<file path="config.mk">
export PLATFORM = sky130hd
export DESIGN_NAME = rtc_calendar_core
export DESIGN_NICKNAME = d
export VERILOG_FILES = /design/src/rtl/rtc_cal_pkg.sv /design/src/rtl/rtc_cal_ctrl.sv /design/src/rtl/rtc_cal_datapath.sv /design/src/rtl/rtc_calendar_core.sv
export SDC_FILE = /design/constraint.sdc
export NUM_CORES = 1
export LEC_CHECK = 0
export CORE_ASPECT_RATIO = 1.1
export CORE_MARGIN = 2
export CORE_UTILIZATION = 55
export CTS_CLUSTER_DIAMETER = 200
export DETAILED_ROUTE_END_ITERATION = 8
export PLACE_DENSITY = 0.8
export SLEW_MARGIN = 10
export SYNTH_ARGS = -nofsm -noshare
export SYNTH_HDL_FRONTEND = slang
export SYNTH_SLANG_ARGS = --single-unit
</file>
<file path="constraint.sdc">
create_clock -name clk -period 6.45 [get_ports clk]
set_input_delay 0.9675 -clock clk [delete_from_list [all_inputs] [get_ports clk]]
set_output_delay 0.9675 -clock clk [all_outputs]
set_load 0.01 [all_outputs]
</file>
<file path="src/rtl/rtc_cal_pkg.sv">
package rtc_cal_pkg;

  // register indices; the time fields must stay consecutive in this order
  localparam logic [7:0] ADDR_CTRL = 8'h00;
  localparam logic [7:0] ADDR_RAM  = 8'h03;
  localparam logic [7:0] ADDR_SEC  = 8'h04;
  localparam logic [7:0] ADDR_MIN  = 8'h05;
  localparam logic [7:0] ADDR_HOUR = 8'h06;
  localparam logic [7:0] ADDR_DAY  = 8'h07;
  localparam logic [7:0] ADDR_WDAY = 8'h08;
  localparam logic [7:0] ADDR_MON  = 8'h09;
  localparam logic [7:0] ADDR_YEAR = 8'h0A;

  // control -> datapath strobes
  typedef struct packed {
    logic advance;    // apply one second
    logic timeWrite;  // bus write hits a time register
  } calStrobes_t;

  // next BCD value, no wrap handling
  function automatic logic [7:0] bcdStep(input logic [7:0] v);
    if (v[3:0] >= 4'd9) return {v[7:4] + 4'd1, 4'd0};
    return v + 8'd1;
  endfunction

  // two-digit BCD year divisible by four
  function automatic logic isLeapBcd(input logic [7:0] y);
    if (y[4]) return (y[3:0] == 4'd2) || (y[3:0] == 4'd6);
    return (y[3:0] == 4'd0) || (y[3:0] == 4'd4) || (y[3:0] == 4'd8);
  endfunction

  function automatic logic [7:0] lastDayBcd(input logic [7:0] mon, input logic [7:0] y);
    case (mon)
      8'h02:                      return isLeapBcd(y) ? 8'h29 : 8'h28;
      8'h04, 8'h06, 8'h09, 8'h11: return 8'h30;
      default:                    return 8'h31;
    endcase
  endfunction

endpackage

</file>
<file path="src/rtl/rtc_cal_ctrl.sv">
module rtc_cal_ctrl
  import rtc_cal_pkg::*;
#(
  parameter int unsigned TICKS_PER_SEC = 32768,
  parameter int unsigned ADDR_W        = 4
) (
  input  logic              clk,
  input  logic              rstN,
  input  logic              baseTick,
  input  logic              burstActive,
  input  logic              stopBit,
  input  logic              wrEn,
  input  logic [ADDR_W-1:0] addr,
  output calStrobes_t       strobes
);

  localparam int unsigned PRESC_W = (TICKS_PER_SEC > 2) ? $clog2(TICKS_PER_SEC) : 1;
  localparam logic [PRESC_W-1:0] PRESC_LAST = PRESC_W'(TICKS_PER_SEC - 1);

  logic [PRESC_W-1:0] presc;
  logic               pending;
  logic [7:0]         regIdx;
  logic               timeHit;
  logic               hold;
  logic               secondEvt;

  assign regIdx    = 8'(addr);
  assign timeHit   = wrEn && (regIdx >= ADDR_SEC) && (regIdx <= ADDR_YEAR);
  assign hold      = stopBit || timeHit;
  assign secondEvt = baseTick && (presc == PRESC_LAST) && !hold;

  always_ff @(posedge clk) begin
    if (!rstN) begin
      presc   <= '0;
      pending <= 1'b0;
    end else begin
      if (hold)          presc <= '0;
      else if (baseTick) presc <= (presc == PRESC_LAST) ? '0 : presc + 1'b1;

      // one remembered second; a fresh second on the release cycle queues one more
      if (hold)             pending <= 1'b0;
      else if (burstActive) pending <= pending || secondEvt;
      else                  pending <= pending && secondEvt;
    end
  end

  always_comb begin
    strobes.timeWrite = timeHit;
    strobes.advance   = !burstActive && !hold && (pending || secondEvt);
  end

endmodule

</file>
<file path="src/rtl/rtc_cal_datapath.sv">
module rtc_cal_datapath
  import rtc_cal_pkg::*;
#(
  parameter int unsigned ADDR_W = 4
) (
  input  logic              clk,
  input  logic              rstN,
  input  calStrobes_t       strobes,
  input  logic              wrEn,
  input  logic              rdEn,
  input  logic [ADDR_W-1:0] addr,
  input  logic [7:0]        wrData,
  input  logic              oscFail,
  output logic [7:0]        rdData,
  output logic              stopBit,
  output logic [6:0]        secQ,
  output logic [6:0]        minQ,
  output logic [5:0]        hourQ,
  output logic [5:0]        dayQ,
  output logic [2:0]        wdayQ,
  output logic [4:0]        monQ,
  output logic [7:0]        yearQ
);

  logic [7:0] regIdx;
  logic       capSel;
  logic       osFlag;
  logic [7:0] ramQ;
  logic       secEnd, minEnd, hourEnd, dayEnd, monEnd;
  logic       carryMin, carryHour, carryDay, carryMon, carryYear;
  logic [6:0] secNext, minNext;
  logic [5:0] hourNext, dayNext;
  logic [2:0] wdayNext;
  logic [4:0] monNext;
  logic [7:0] yearNext;
  logic [7:0] readVal;

  assign regIdx = 8'(addr);

  always_comb begin
    secEnd   = (secQ == 7'h59);
    minEnd   = (minQ == 7'h59);
    hourEnd  = (hourQ == 6'h23);
    dayEnd   = ({2'b00, dayQ} == lastDayBcd({3'b000, monQ}, yearQ));
    monEnd   = (monQ == 5'h12);

    carryMin  = secEnd;
    carryHour = carryMin && minEnd;
    carryDay  = carryHour && hourEnd;
    carryMon  = carryDay && dayEnd;
    carryYear = carryMon && monEnd;

    secNext  = secEnd  ? 7'h00 : 7'(bcdStep({1'b0, secQ}));
    minNext  = minEnd  ? 7'h00 : 7'(bcdStep({1'b0, minQ}));
    hourNext = hourEnd ? 6'h00 : 6'(bcdStep({2'b00, hourQ}));
    dayNext  = dayEnd  ? 6'h01 : 6'(bcdStep({2'b00, dayQ}));
    wdayNext = (wdayQ >= 3'd6) ? 3'd0 : wdayQ + 3'd1;
    monNext  = monEnd  ? 5'h01 : 5'(bcdStep({3'b000, monQ}));
    yearNext = (yearQ == 8'h99) ? 8'h00 : bcdStep(yearQ);
  end

  always_comb begin
    case (regIdx)
      ADDR_CTRL: readVal = {2'b00, stopBit, 4'b0000, capSel};
      ADDR_RAM:  readVal = ramQ;
      ADDR_SEC:  readVal = {osFlag, secQ};
      ADDR_MIN:  readVal = {1'b0, minQ};
      ADDR_HOUR: readVal = {2'b00, hourQ};
      ADDR_DAY:  readVal = {2'b00, dayQ};
      ADDR_WDAY: readVal = {5'b00000, wdayQ};
      ADDR_MON:  readVal = {3'b000, monQ};
      ADDR_YEAR: readVal = yearQ;
      default:   readVal = 8'h00;
    endcase
  end

  always_ff @(posedge clk) begin
    if (!rstN) begin
      secQ    <= 7'h00;
      minQ    <= 7'h00;
      hourQ   <= 6'h00;
      dayQ    <= 6'h01;
      wdayQ   <= 3'd6;
      monQ    <= 5'h01;
      yearQ   <= 8'h00;
      osFlag  <= 1'b1;
      stopBit <= 1'b0;
      capSel  <= 1'b0;
      ramQ    <= 8'h00;
      rdData  <= 8'h00;
    end else begin
      if (strobes.timeWrite) begin
        case (regIdx)
          ADDR_SEC:  secQ  <= wrData[6:0];
          ADDR_MIN:  minQ  <= wrData[6:0];
          ADDR_HOUR: hourQ <= wrData[5:0];
          ADDR_DAY:  dayQ  <= wrData[5:0];
          ADDR_WDAY: wdayQ <= wrData[2:0];
          ADDR_MON:  monQ  <= wrData[4:0];
          default:   yearQ <= wrData;
        endcase
      end else if (strobes.advance) begin
        secQ <= secNext;
        if (carryMin)  minQ  <= minNext;
        if (carryHour) hourQ <= hourNext;
        if (carryDay) begin
          dayQ  <= dayNext;
          wdayQ <= wdayNext;
        end
        if (carryMon)  monQ  <= monNext;
        if (carryYear) yearQ <= yearNext;
      end

      if (oscFail)                                        osFlag <= 1'b1;
      else if (strobes.timeWrite && regIdx == ADDR_SEC)   osFlag <= wrData[7];

      if (wrEn && regIdx == ADDR_CTRL) begin
        stopBit <= wrData[5];
        capSel  <= wrData[0];
      end
      if (wrEn && regIdx == ADDR_RAM) ramQ <= wrData;

      if (rdEn) rdData <= readVal;
    end
  end

endmodule

</file>
<file path="src/rtl/rtc_calendar_core.sv">
module rtc_calendar_core
  import rtc_cal_pkg::*;
#(
  parameter int unsigned TICKS_PER_SEC = 32768,
  parameter int unsigned ADDR_W        = 4
) (
  input  logic              clk,
  input  logic              rstN,
  input  logic              baseTick,
  input  logic [ADDR_W-1:0] addr,
  input  logic [7:0]        wrData,
  input  logic              wrEn,
  input  logic              rdEn,
  output logic [7:0]        rdData,
  input  logic              burstActive,
  input  logic              oscFail,
  output logic [6:0]        secOut,
  output logic [6:0]        minOut,
  output logic [5:0]        hourOut,
  output logic [5:0]        dayOut,
  output logic [2:0]        wdayOut,
  output logic [4:0]        monOut,
  output logic [7:0]        yearOut
);

  calStrobes_t strobes;
  logic        stopBit;

  rtc_cal_ctrl #(
    .TICKS_PER_SEC(TICKS_PER_SEC),
    .ADDR_W       (ADDR_W)
  ) u_ctrl (
    .clk        (clk),
    .rstN       (rstN),
    .baseTick   (baseTick),
    .burstActive(burstActive),
    .stopBit    (stopBit),
    .wrEn       (wrEn),
    .addr       (addr),
    .strobes    (strobes)
  );

  rtc_cal_datapath #(
    .ADDR_W(ADDR_W)
  ) u_data (
    .clk    (clk),
    .rstN   (rstN),
    .strobes(strobes),
    .wrEn   (wrEn),
    .rdEn   (rdEn),
    .addr   (addr),
    .wrData (wrData),
    .oscFail(oscFail),
    .rdData (rdData),
    .stopBit(stopBit),
    .secQ   (secOut),
    .minQ   (minOut),
    .hourQ  (hourOut),
    .dayQ   (dayOut),
    .wdayQ  (wdayOut),
    .monQ   (monOut),
    .yearQ  (yearOut)
  );

endmodule

</file>
==> impl_metrics.sql <==
INSERT INTO impl_metrics (metric_group, metric, value, unit) VALUES
('timing', 'grt_setup_unrepaired', 'false', ''),
('die', 'top_level_ports', '69', ''),
('clock_network', 'hold_buffers', '0', ''),
('pwr', 'cellPowerDensity', '172', 'nW/um^2'),
('clock_network', 'cts_repair_resize_count', '0', ''),
('grt', 'antenna_found_initial', '0', ''),
('placement', 'dpl.cell_count', '801', ''),
('pwr', 'switchingPower', '0.325', 'mW'),
('worst_setup_path', 'element_type_at_the_critical_path_start', 'input port', ''),
('timing', 'report.final.setup_viol', '0', ''),
('synth', 'syn_inst', '645', ''),
('worst_hold_path', 'timing.hold.worst.start', 'u_data.rdData[4]', ''),
('die', 'initial_core_util', '56.6', '%'),
('synth', 'synth_async_sr_flop_share', '0', '%'),
('cells_and_area', 'relative_area_change_from_synthesis_to_final_layout', '16.7', '%'),
('grt', 'global_route_wire_length_before_repair', '26800', 'um'),
('detailed_routing', 'wl', '16500', 'um'),
('worst_setup_path', 'setup.reg_to_reg.worst_slack', '3.60', 'ns'),
('detailed_routing', 'detailedRoute.firstIterationViolations', '601', ''),
('run_status', 'outcome', 'completed', ''),
('worst_setup_path', 'crit_arrival', '4.20', 'ns'),
('synth', 'fraction_of_post_synthesis_cell_area_in_the_top_cell_type_by_area', '29.1', '%'),
('grt', 'grt_util_met1', '42.4', '%'),
('clock_network', 'clock_insertion_delay_worst_skew', '0.37', 'ns'),
('worst_setup_path', 'crit_end', 'u_data.dayQ[3]', ''),
('worst_setup_path', 'data_required_time_at_the_worst_endpoint', '6.73', 'ns'),
('pwr', 'p_leak', '2.36', 'nW'),
('timing', 'hold_slack', '0.479', 'ns'),
('pwr', 'totalPowerFinal', '1.06', 'mW'),
('detailed_routing', 'postRouteAntennaNets', '0', ''),
('cells_and_area', 'final_cells', '817', ''),
('synth', 'yosysUniqueCellTypes', '76', ''),
('die', 'floorplan.die_area', '10400', 'um^2'),
('pwr', 'share_clk_of_total_power', '37.0', '%'),
('grt', 'gr-usage-all-layers', '32.3', '%'),
('grt', 'met2_usage', '50.8', '%'),
('synth', 'post_synth_most_frequent_cells', '77 x dfxtp_1, 61 x nor2_1, 47 x nand2_1, 43 x a21oi_1, 34 x o21ai_0', ''),
('clock_network', 'worst_setup_hold_path_clk_slew', '0.10', 'ns'),
('placement', 'finalWeightedCongestion', '1.05', ''),
('pwr', 'ir_drop', '0.0907', 'mV'),
('synth', 'netlist_top_cells_area', 'dfxtp_1 29%, ha_1 7.3%, mux2i_1 4.9%, nor2_1 4.3%, a21oi_1 4.1%', ''),
('detailed_routing', 'post_drt_via_cell_ratio', '6.53', ''),
('die', 'core', '9350', 'um^2'),
('grt', 'grt_overflow_total', '0', ''),
('clock_network', 'cts_max_path_buffers', '2', ''),
('clock_network', 'clock_tree_from_tritoncts', 'yes', ''),
('grt', 'largest_net_degree_at_the_start_of_global_routing', '48', ''),
('timing', 'fin_crit', '3.92', 'ns'),
('grt', 'globalRouteMet3Util', '5.41', '%'),
('clock_network', 'total_number_of_h_tree_levels', '3', ''),
('die', 'fp.dieH', '107', 'um'),
('timing', 'timing.final.crit_share', '60.8', '%'),
('timing', 'worstMarginPinSlew', '1.03', 'ns'),
('synth', 'synth.yosys.warnings', '0', ''),
('cells_and_area', 'layout_cells_sized_above_1', '8.14', '%'),
('pwr', 'internal_power_summed_over_all_cells', '0.736', 'mW'),
('worst_hold_path', 'hold_path_class', 'reg -> reg', ''),
('timing', 'fin_worst_skew', '0.0151', 'ns'),
('cells_and_area', 'n_antenna_cell', '0', ''),
('detailed_routing', 'routed_wire_length_per_instance', '20.2', 'um'),
('grt', 'first_global_vias', '4944', ''),
('clock_network', 'post_cts_buffers', '0', ''),
('pwr', 'comb_power_share', '15.5', '%'),
('detailed_routing', 'drt_pre_antenna_iters', '5', ''),
('worst_setup_path', 'critical_path_peak_fanout', '25', ''),
('worst_setup_path', 'worst_r2r_endpoint', 'u_data.secQ[3]', ''),
('synth', 'synth_enable_flop_cells', '0', ''),
('worst_setup_path', 'critical_path.endpoint_type', 'register', ''),
('placement', 'dp.final_hpwl', '12200', 'um'),
('timing', 'fmax', '255', 'MHz'),
('synth', 'yosys.cell_count.top_type', 'dfxtp_1', '');
==> cell families after synthesis <==
group	synth area share [%]
AOI/OAI and AO/OA	24.2
xor gates and xnor gates	2.81
adders and majority gates	7.33
buffers and inverters	5.51
DFF	29.1
muxes	7.04
and+or+nand+nor	24.0
==> worst min path at each step <==
stage | end | depth (start not counted)
5_1_grt | u_data.rdData[4] | 2
4_1_cts | u_data.rdData[4] | 2
3_5_place_dp | u_data.rdData[4] | 2
3_3_place_gp | u_data.rdData[4] | 2
2_1_floorplan | u_data.ramQ[1] | 2
6_report | u_data.rdData[4] | 2
==> critical path, cell delays in order <==
cell             delay, ns
clkdlybuf4s50_1       0.94
and2_1                0.46
o21ai_1               0.17
nand2_1               0.56
a21oi_2               0.71
a21oi_1               0.13
a311oi_1              0.25
==> flip-flops by register name, summed over array words and instances (netlist names) <==
register,cells
u_ctrl.pending,1
u_data.minQ,7
u_ctrl.presc,15
u_data.hourQ,6
u_data.osFlag,1
u_data.capSel,1
u_data.ramQ,8
u_data.stopBit,1
u_data.monQ,5
u_data.yearQ,8
u_data.dayQ,6
u_data.secQ,7
u_data.rdData,8
u_data.wdayQ,3
==> cell type report <==
type | count | area (um^2)
inverters | 33 | 124
clock inverters | 7 | 80.1
fillers | 806 | 3170
multi-input cells | 503 | 3460
repair buffers | 71 | 703
flip-flops and latches | 77 | 1540
clock buffers | 9 | 124
well taps | 117 | 146
==> power groups by stage <==
| stage | sequential, mW | combinational [mW] | clock (mW) |
|---|---|---|---|
| after floorplan | 0.510 | 0.101 | 0 |
| after global placement | 0.513 | 0.158 | 0 |
| after detailed placement | 0.513 | 0.161 | 0 |
| after CTS | 0.502 | 0.162 | 0.395 |
| after global routing | 0.505 | 0.178 | 0.414 |
| final | 0.503 | 0.165 | 0.393 |
==> cells in the final DEF (no fill, tap or decap), types with 7 or more instances in the layout <==
master / count
nor3_1: 13
nor2_1: 61
nor2b_1: 19
ha_1: 31
nor3b_1: 7
inv_1: 33
a311oi_1: 9
clkdlybuf4s50_1: 68
o21ai_0: 34
and3_1: 9
a31oi_1: 10
o211ai_1: 9
nand2b_1: 9
o31ai_1: 8
xor2_1: 11
mux2_2: 8
a21oi_1: 43
a211oi_1: 8
clkbuf_8: 9
dfxtp_1: 77
nand2_1: 47
nand3_1: 28
mux2i_1: 26
==> metal layers <==
layer	wire [um]	share of wire, %
met5	0	0
met4	838	5.1
met3	1240	7.5
met2	7570	46
met1	6850	41
==> per-stage QoR <==
stage	worst slack, ns	area [um^2]	utilization (%)
final	2.53	6180	66.1
after global routing	2.21	6180	66.1
after global placement	2.29	5980	63.9
after CTS	2.61	6180	66.1
after detailed placement	2.21	5980	63.9
after floorplan	3.81	5290	-
(Power assumes the default switching activity.)
